<file path="src/rtl/vpd_pkg.sv">
package vpd_pkg;
  localparam int unsigned VPD_BYTES    = 4;
  localparam int unsigned VPD_DWORD_W  = 8 * VPD_BYTES;
  localparam int unsigned VPD_ADDR_LSB = 18;
  localparam int unsigned VPD_FLAG_BIT = 31;

  typedef enum logic {
    SEQ_IDLE = 1'b0,
    SEQ_XFER = 1'b1
  } seq_state_e;

  typedef logic [VPD_DWORD_W-1:0] vpd_dword_t;
endpackage

</file>
<file path="src/rtl/vpd_ee_seq.sv">
module vpd_ee_seq
  import vpd_pkg::*;
#(
  parameter int unsigned DW_W    = 6,
  parameter int unsigned EE_AW   = 9,
  parameter int unsigned EE_BASE = 'h40
) (
  input  logic             clk,
  input  logic             rst,
  input  logic             start,
  input  logic             start_we,
  input  logic [DW_W-1:0]  start_dw,
  input  vpd_dword_t       start_data,
  output logic             busy,
  output logic             done,
  output vpd_dword_t       done_data,
  output logic             ee_req,
  output logic             ee_we,
  output logic [EE_AW-1:0] ee_addr,
  output logic [7:0]       ee_wdata,
  input  logic [7:0]       ee_rdata,
  input  logic             ee_ack
);
  localparam int unsigned IDX_W = $clog2(VPD_BYTES);
  localparam logic [IDX_W-1:0] LAST_IDX = IDX_W'(VPD_BYTES - 1);

  seq_state_e       state_q;
  logic [IDX_W-1:0] idx_q;
  logic             we_q;
  logic [DW_W-1:0]  dw_q;
  vpd_dword_t       buf_q;

  always_ff @(posedge clk) begin
    if (rst) begin
      state_q <= SEQ_IDLE;
      idx_q   <= '0;
      we_q    <= 1'b0;
      dw_q    <= '0;
      buf_q   <= '0;
    end else begin
      case (state_q)
        SEQ_IDLE: begin
          if (start) begin
            state_q <= SEQ_XFER;
            idx_q   <= '0;
            we_q    <= start_we;
            dw_q    <= start_dw;
            buf_q   <= start_data;
          end
        end
        SEQ_XFER: begin
          if (ee_ack) begin
            if (!we_q) buf_q[8*idx_q +: 8] <= ee_rdata;
            if (idx_q == LAST_IDX) state_q <= SEQ_IDLE;
            else idx_q <= idx_q + 1'b1;
          end
        end
        default: state_q <= SEQ_IDLE;
      endcase
    end
  end

  assign ee_req   = (state_q == SEQ_XFER);
  assign busy     = ee_req;
  assign ee_we    = we_q;
  assign ee_wdata = buf_q[8*idx_q +: 8];
  assign ee_addr  = EE_AW'(EE_BASE) + EE_AW'({dw_q, idx_q});
  assign done     = ee_req && ee_ack && (idx_q == LAST_IDX);

  always_comb begin
    done_data = buf_q;
    done_data[8*(VPD_BYTES-1) +: 8] = ee_rdata;
  end
endmodule

</file>
<file path="src/rtl/vpd_cfg_regs.sv">
module vpd_cfg_regs
  import vpd_pkg::*;
#(
  parameter int unsigned CFG_DW_AW = 6,
  parameter int unsigned CAP_OFF   = 'hD8,
  parameter int unsigned CAP_ID    = 'h03,
  parameter int unsigned NEXT_PTR  = 'hF0,
  parameter int unsigned DW_W      = 6
) (
  input  logic                 clk,
  input  logic                 rst,
  input  logic [CFG_DW_AW-1:0] cfg_dw_addr,
  input  logic                 cfg_wr,
  input  logic                 cfg_rd,
  input  logic [3:0]           cfg_be,
  input  vpd_dword_t           cfg_wdata,
  output vpd_dword_t           cfg_rdata,
  input  logic                 busy,
  input  logic                 done,
  input  vpd_dword_t           done_data,
  output logic                 start,
  output logic                 start_we,
  output logic [DW_W-1:0]      start_dw,
  output vpd_dword_t           start_data
);
  localparam logic [CFG_DW_AW-1:0] HDR_SEL  = CFG_DW_AW'(CAP_OFF >> 2);
  localparam logic [CFG_DW_AW-1:0] DATA_SEL = CFG_DW_AW'((CAP_OFF >> 2) + 1);

  logic            hit_hdr, hit_data, wr_hdr, wr_data;
  logic [DW_W-1:0] addr_q;
  logic            flag_q;
  vpd_dword_t      data_q;
  vpd_dword_t      hdr_word, rd_mux;

  assign hit_hdr  = (cfg_dw_addr == HDR_SEL);
  assign hit_data = (cfg_dw_addr == DATA_SEL);
  assign wr_hdr   = cfg_wr && hit_hdr;
  assign wr_data  = cfg_wr && hit_data;

  assign start      = wr_hdr && cfg_be[3] && !busy;
  assign start_we   = cfg_wdata[VPD_FLAG_BIT];
  assign start_dw   = cfg_be[2] ? cfg_wdata[VPD_ADDR_LSB +: DW_W] : addr_q;
  assign start_data = data_q;

  always_comb begin
    hdr_word = '0;
    hdr_word[7:0]                     = 8'(CAP_ID);
    hdr_word[15:8]                    = 8'(NEXT_PTR);
    hdr_word[VPD_ADDR_LSB +: DW_W]    = addr_q;
    hdr_word[VPD_FLAG_BIT]            = flag_q;
    if (hit_hdr)       rd_mux = hdr_word;
    else if (hit_data) rd_mux = data_q;
    else               rd_mux = '0;
  end

  always_ff @(posedge clk) begin
    if (rst) begin
      addr_q    <= '0;
      flag_q    <= 1'b0;
      data_q    <= '0;
      cfg_rdata <= '0;
    end else begin
      if (wr_hdr && cfg_be[2] && !busy)
        addr_q <= cfg_wdata[VPD_ADDR_LSB +: DW_W];

      if (start)     flag_q <= cfg_wdata[VPD_FLAG_BIT];
      else if (done) flag_q <= ~flag_q;

      if (done && !flag_q) begin
        data_q <= done_data;
      end else if (wr_data) begin
        for (int b = 0; b < VPD_BYTES; b++)
          if (cfg_be[b]) data_q[8*b +: 8] <= cfg_wdata[8*b +: 8];
      end

      if (cfg_rd) cfg_rdata <= rd_mux;
    end
  end
endmodule

</file>
<file path="src/rtl/vpd_cap.sv">
module vpd_cap
  import vpd_pkg::*;
#(
  parameter int unsigned CFG_DW_AW = 6,
  parameter int unsigned CAP_OFF   = 'hD8,
  parameter int unsigned CAP_ID    = 'h03,
  parameter int unsigned NEXT_PTR  = 'hF0,
  parameter int unsigned DW_W      = 6,
  parameter int unsigned EE_AW     = 9,
  parameter int unsigned EE_BASE   = 'h40
) (
  input  logic                 clk,
  input  logic                 rst,
  input  logic [CFG_DW_AW-1:0] cfg_dw_addr,
  input  logic                 cfg_wr,
  input  logic                 cfg_rd,
  input  logic [3:0]           cfg_be,
  input  logic [31:0]          cfg_wdata,
  output logic [31:0]          cfg_rdata,
  output logic                 ee_req,
  output logic                 ee_we,
  output logic [EE_AW-1:0]     ee_addr,
  output logic [7:0]           ee_wdata,
  input  logic [7:0]           ee_rdata,
  input  logic                 ee_ack
);
  logic            seq_start, seq_start_we, seq_busy, seq_done;
  logic [DW_W-1:0] seq_start_dw;
  vpd_dword_t      seq_start_data, seq_done_data;

  vpd_cfg_regs #(
    .CFG_DW_AW(CFG_DW_AW), .CAP_OFF(CAP_OFF), .CAP_ID(CAP_ID),
    .NEXT_PTR(NEXT_PTR), .DW_W(DW_W)
  ) u_regs (
    .clk(clk), .rst(rst),
    .cfg_dw_addr(cfg_dw_addr), .cfg_wr(cfg_wr), .cfg_rd(cfg_rd),
    .cfg_be(cfg_be), .cfg_wdata(cfg_wdata), .cfg_rdata(cfg_rdata),
    .busy(seq_busy), .done(seq_done), .done_data(seq_done_data),
    .start(seq_start), .start_we(seq_start_we), .start_dw(seq_start_dw),
    .start_data(seq_start_data)
  );

  vpd_ee_seq #(
    .DW_W(DW_W), .EE_AW(EE_AW), .EE_BASE(EE_BASE)
  ) u_seq (
    .clk(clk), .rst(rst),
    .start(seq_start), .start_we(seq_start_we), .start_dw(seq_start_dw),
    .start_data(seq_start_data),
    .busy(seq_busy), .done(seq_done), .done_data(seq_done_data),
    .ee_req(ee_req), .ee_we(ee_we), .ee_addr(ee_addr),
    .ee_wdata(ee_wdata), .ee_rdata(ee_rdata), .ee_ack(ee_ack)
  );
endmodule

</file>
<file path="config.mk">
export PLATFORM = sky130hd
export DESIGN_NAME = vpd_cap
export DESIGN_NICKNAME = d
export VERILOG_FILES = /design/src/rtl/vpd_pkg.sv /design/src/rtl/vpd_ee_seq.sv /design/src/rtl/vpd_cfg_regs.sv /design/src/rtl/vpd_cap.sv
export SDC_FILE = /design/constraint.sdc
export NUM_CORES = 1
export LEC_CHECK = 0
export ABC_CLOCK_PERIOD_IN_PS = 2400
export CAP_MARGIN = 5
export CORE_MARGIN = 5
export CORE_UTILIZATION = 47
export DETAILED_ROUTE_END_ITERATION = 12
export PLACE_DENSITY = 0.86
export SETUP_SLACK_MARGIN = 0.02
export SYNTH_ARGS = -nofsm -noshare
export SYNTH_HDL_FRONTEND = slang
export SYNTH_SLANG_ARGS = --single-unit
</file>
<file path="constraint.sdc">
create_clock -name clk -period 2.4 [get_ports clk]
set_clock_uncertainty 0.2 [all_clocks]
set_input_delay 0.48 -clock clk [delete_from_list [all_inputs] [get_ports clk]]
set_output_delay 0.48 -clock clk [all_outputs]
set_load 0.02 [all_outputs]
</file>
# [After elaboration in Yosys (flattened, before gate mapping)]
# Cells that the tools add are included.
[op_classes] add_sub_neg=3 n_eq_ne=7 shifts=3 mux=24 bitwise=2 reduce_logical=24
[op_table] operator="$mux W32" n=7
[op_table] operator="$pmux W32 S2" n=1
[op_table] operator="$neg A5 Y34" n=1
[op_table] operator="$shift A8 B34 Y32 const A" n=1
[op_table] operator="$shiftx A8 B34 Y32" n=1
[op_table] operator="$bwmux W32" n=1
[op_table] operator="$mux W8" n=4
[op_table] operator="$shiftx A32 B6 Y8" n=1
[op_table] operator="$eq A6 B6 Y1 const B" n=2
[op_table] operator="$reduce_bool A2 Y1" n=6
[op_table] operator="$reduce_and A2 Y1" n=5
[op_table] operator="$add A7 B8 Y9 const A" n=1
[op_table] operator="$logic_and A1 B1 Y1" n=9
[op_table] operator="$ne A2 B2 Y1 const B" n=4
[op_table] operator="$mux W2" n=3
[op_table] operator="$mux W6" n=1
[op_table] operator="$reduce_and A3 Y1" n=2
[op_table] operator="$mux W1" n=5
[op_table] operator="$pmux W2 S2" n=1
[op_table] operator="$add A2 B1 Y2 const B" n=1
[op_table] operator="$eq A2 B2 Y1 const B" n=1
[op_table] operator="$logic_not A1 Y1" n=2
[op_table] operator="$not A1 Y1" n=2
[op_table] operator="$pmux W1 S2" n=1
[word_totals] regBits=113 input_bits=55 output_inout_bits=51 wordCells=75

# [Logic depth before layout (Yosys ltp)]
[logic_depth] word_depth=6 depth_mapped=8 ltp_nobuf=6

# [By module]
# A second synthesis with hierarchy kept.
[unflattened] hier_cells=645 area_unflattened_um2=6188.4
[by_module_without_submodules] mod="vpd_cfg_regs" instances=1 cells_each=370 area_each_um2=3783.6
[by_module_without_submodules] mod="vpd_ee_seq" instances=1 cells_each=275 area_each_um2=2404.8

# [Worst setup path before layout]
# No wires, ideal clock.
[synth_path] kind="flip-flop to flip-flop" start="register u_seq.idx_q[1]" end="register u_seq.buf_q[24]" arrival_time_ns=2.105 required_ns=2.114 setup_slack_ns=0.009 path_stages_with_launch=8 path_buffers=2 synth_period_minus_slack_ns=2.391 path_cell_list="dfxtp_1 clkbuf_1 inv_1 ha_1 clkbuf_1 nor3_1 a32oi_1 a211oi_1"
[synth_via] elab_chain_len=6 word_cells_on_any_way=7
[synth_lines] element="from (decl)" line="vpd_ee_seq.sv:28" rtl="logic [IDX_W-1:0] idx_q;"
[synth_lines] element="from (signal assigned)" line="vpd_ee_seq.sv:55" rtl="else idx_q <= idx_q + 1'b1;"
[synth_lines] element="$neg A5 Y34 *" line="vpd_ee_seq.sv:53" rtl="if (!we_q) buf_q[8*idx_q +: 8] <= ee_rdata;"
[synth_lines] element="$shiftx A8 B34 Y32 / $shift A8 B34 Y32 (equally long branches)" line="vpd_ee_seq.sv:53"
[synth_lines] element="$bwmux W32 *" line="vpd_ee_seq.sv:53"
[synth_lines] element="$mux W32 *" line="vpd_ee_seq.sv:53"
[synth_lines] element="$mux W32 *" line="vpd_ee_seq.sv:52" rtl="if (ee_ack) begin"
[synth_lines] element="$pmux W32 S2 *" line="vpd_ee_seq.sv:41" rtl="case (state_q)"
[synth_lines] element="to (signal assigned)" line="vpd_ee_seq.sv:48" rtl="buf_q <= start_data;"
[synth_lines] element="to (signal, indexed assignment)" line="vpd_ee_seq.sv:53"
[synth_lines] element="to (decl)" line="vpd_ee_seq.sv:31" rtl="vpd_dword_t buf_q;"
# Every way passes the cells marked *; elsewhere a longest branch is shown, timed or not. The select of a mux whose other input is x is not followed.
# A chain may end at the register's enable or synchronous reset.

# [Worst setup path in the final report]
[layout_path] start="register u_seq.idx_q[0]" end="output ee_wdata[4]"
[layout_via] elab_chain_len=1
[layout_lines] element="$shiftx A32 B6 Y8" line="vpd_ee_seq.sv:66" rtl="assign ee_wdata = buf_q[8*idx_q +: 8];"
[layout_lines] element="to (decl)" line="vpd_cap.sv:23" rtl="output logic [7:0] ee_wdata,"
# Every way passes these cells.

==> summary.txt <==
Run status
  • Status: finished, final reports clean

Setup path
  • Setup crit end kind: primary output
  • Critical Path RT: roughly 1.7 ns
  • Worst Setup Path Type: flop to primary output
  • FF-to-FF path depth: 7
  • Nature of the critical path startpoint: flop
  • Arr. time, crit path: between 1.5 and 2 ns
  • Crit-path max FO: 5
  • Reg2Reg Setup Slack: 0.28 ns
  • Worst R2R Start: u_seq.idx_q[0]
  • Reg2reg end: u_regs.start_data[8]

CTS
  • CTS tree: yes
  • Clock transition at path regs: 0.06 ns
  • # Post-CTS Setup Buffers: 0
  • CTS H-Tree Depth: 4
  • Clk sinks: approximately 110
  • TritonCTS buffer count: 17
  • Root buf cell: clkbuf_16
  • Clock tree buffer depth: 2
  • Clk_lat worst skew: 0.41 ns

Placement
  • GPL Wtd Cong: 0.9461
  • DP HPWL: 12840 microns
  • Input/output buffers: 105
  • Post-Place Cells: approximately 850
  • Area after DPL: 6754 sq um

Floorplan
  • Total die area: ~14000 sq um
  • Die H: approximately 120 microns
  • Die width: between 100 and 150 microns
  • Standard-cell rows: 39
  • IO Pins: roughly 110
  • Core Footprint: ~11000 sq um
  • Initial Util: 47.40%

Timing
  • Slew @ Worst Pin: 0.4981 ns
  • Final hold vios: 0
  • Achievable clock frequency: 428.7 MHz
  • Tmin final: 2.333 ns
  • Final period utilization: 97.19%
  • Final TNS setup: 0 ns
  • Final Hold Slack: approximately 0.25 ns
  • Relative slew slack: 66.79%
  • Final setup viols: 0
  • Max-slew violations: 0
  • RSZ-0062 raised after global routing: no

Cells and area
  • Nets@finish: 785
  • P&R area growth vs syn: 36.00%
  • Layout cell share with drive strength beyond 1: about 16%
  • Post-Layout Cell Count: 879
  • Ant. Diodes: 0
  • Reg area: 2265 sq um
  • Design area: around 7300 sq um
  • Multi-input combinational cell area: 2794 sq um
  • Fill cells: 952

Hold path
  • Hold Crit Endpoint: u_seq.dw_q[0]
  • Hold path startpoint: u_seq.dw_q[0]
  • Hold crit path type: flop to flop
  • Worst Hold Depth: 2

Global routing
  • Global route overflow: 0
  • Largest net degree at the start of global routing: 46
  • Tot GR Track Use: between 20% and 30%
  • Initial antenna violation count: 0
  • First-pass GRT wire length: 27480 microns
  • Number of global-route vias before repair: about 5200

Yosys
  • FF+latch count, synth: 113
  • Syn_nets: 674
  • Sequential share of the synthesized area: 42.15%
  • Asr flop ratio synth: 0%
  • Synth Cell Area: 5366 sq um
  • Top post-synthesis cells by count: 113 x dfxtp_1, 67 x nand2_1, 61 x nor2_1
  • YS warnings: 0
  • Cell with the most instances after synthesis: dfxtp_1
  • Top FF cell, synth: dfxtp_1
  • Cell count after synthesis: 612
  • Post-Syn Area per Cell: 8.769 sq um
  • Yosys cell types: 45
  • Number of synthesized flops with an enable pin: 0
  • Post-synth top area share: between 40% and 50%
  • Largest area contributor in the netlist: dfxtp_1
  • Synth top area cells: dfxtp_1 42%, nand2_1 4.7%, a211oi_1 4.5%

Power
  • Switching share of power: 23.07%
  • Clock share of power: 52.7%
  • NetSw: 1.080 mW
  • Leak pwr: between 2 and 3 nW
  • Comb power frac: 6.6%
  • Int Power: between 3 and 4 mW
  • Reg power frac: 40.7%
  • Max VDD drop: roughly 0.00052 V
  • PD cells: 641.1 nW/um^2

Job
  • Max Cap Viol: 0

Routing
  • Detail Route Antenna Nets: 0
  • Routed Wire Length: between 15000 and 20000 microns
  • DRT iter0 DRCs: 603
  • Vias: 5303
  • Average routed wire per standard cell: slightly above 20 microns
  • DR vias/cell: 6.033
  • DRC: 0
  • Initial DRT Pass Iterations: 6
[placed cells by master, fill, tap and decap left out, drive strengths merged, types with 19 or more instances in the layout]
| cell | instances |
|---|---|
| nand2 | 67 |
| nor2 | 62 |
| a211oi | 40 |
| nand2b | 22 |
| a311oi | 24 |
| nand3 | 30 |
| clkdlybuf4s50 | 96 |
| a21oi | 37 |
| dfxtp | 113 |
| nor3 | 42 |
| clkbuf | 19 |
| buf | 54 |
[critical path, stage by stage, from the launching register on]
cell and delay, ns:
dfxtp_2 0.35, buf_4 0.16, mux4_2 0.54, buf_2 0.19
[registers in the layout, indices dropped and copies added, names as in the netlist]
name and count:
u_seq.busy 1, u_seq.idx_q 2, u_regs.start_data 32, u_regs.cfg_rdata 32, u_regs.addr_q 6, u_regs.flag_q 1
u_seq.buf_q 32, u_seq.dw_q 6, u_seq.ee_we 1
[kinds of logic after synthesis]
family                   count (synthesis)  synth area share, %
multiplexers                            28                7.228
AO/OA/AOI/OAI                          144                20.49
AND/OR/NAND/NOR                        250                22.62
flip-flops                             113                42.15
adder cells (fa/ha/maj)                  7                1.632
buffers and inverters                   70                5.875
[area by class of cell]
class                           count  share of cell area (%)
Tap cell                          143                   2.452
Timing Repair Buffer              150                   19.65
Clock buffer                       19                   6.069
Multi-Input combinational cell    429                   38.28
Clock inverter                     13                   1.903
Sequential cell                   113                   31.03
Inverter                           12                  0.6172
[through the flow]
stage | util [%] | power, mW | setup slack, ns
after floorplan | - | 2.056 | 0.07270
after global placement | 59.66 | 2.240 | 0.01890
after detailed placement | 59.66 | 2.247 | -0.06850
after CTS | 64.51 | 4.698 | 0.02473
after global routing | 64.47 | 4.808 | 0.02828
final | 64.47 | 4.679 | 0.06735
[how the worst max path moves through the flow]
stage                     cells past startpoint  slack, ns            from              end
final                                         3       0.07  u_seq.idx_q[0]      ee_wdata[4]
after global routing                          3       0.03  u_seq.idx_q[0]      ee_wdata[4]
after CTS                                     3       0.02  u_seq.idx_q[0]      ee_wdata[2]
after detailed placement                      5      -0.07  cfg_dw_addr[4]   u_seq.buf_q[2]
after floorplan                               7       0.07  u_seq.idx_q[1]  u_seq.buf_q[16]
after global placement                        5       0.02  cfg_dw_addr[4]   u_seq.buf_q[1]
[layer usage]
layer  global-route usage (%)  part of all wire [%]  up-vias
met2                    44.75                    49      228
met1                    32.12                    40     2535
li1                         -                     -     2488
met3                    6.787                   7.9       52
met4                    10.17                   3.2        0
met5                        0                     0        -
[power by group through the flow]
stage          combinational [mW]  sequential, mW  clock (mW)
3_5_place_dp                0.303            1.94           0
5_1_grt                     0.327            1.90        2.58
6_report                    0.308            1.90        2.47
2_1_floorplan               0.101            1.95           0
3_3_place_gp                0.297            1.94           0
4_1_cts                     0.306            1.90        2.49
[timing repair]
item	CTS	global route
pin swaps	0	0
endpoints found under the hold margin	0	0
resized for setup	32	2
hold buffers	0	0
setup endpoints to repair	8	2
(Power assumes the default switching activity.)
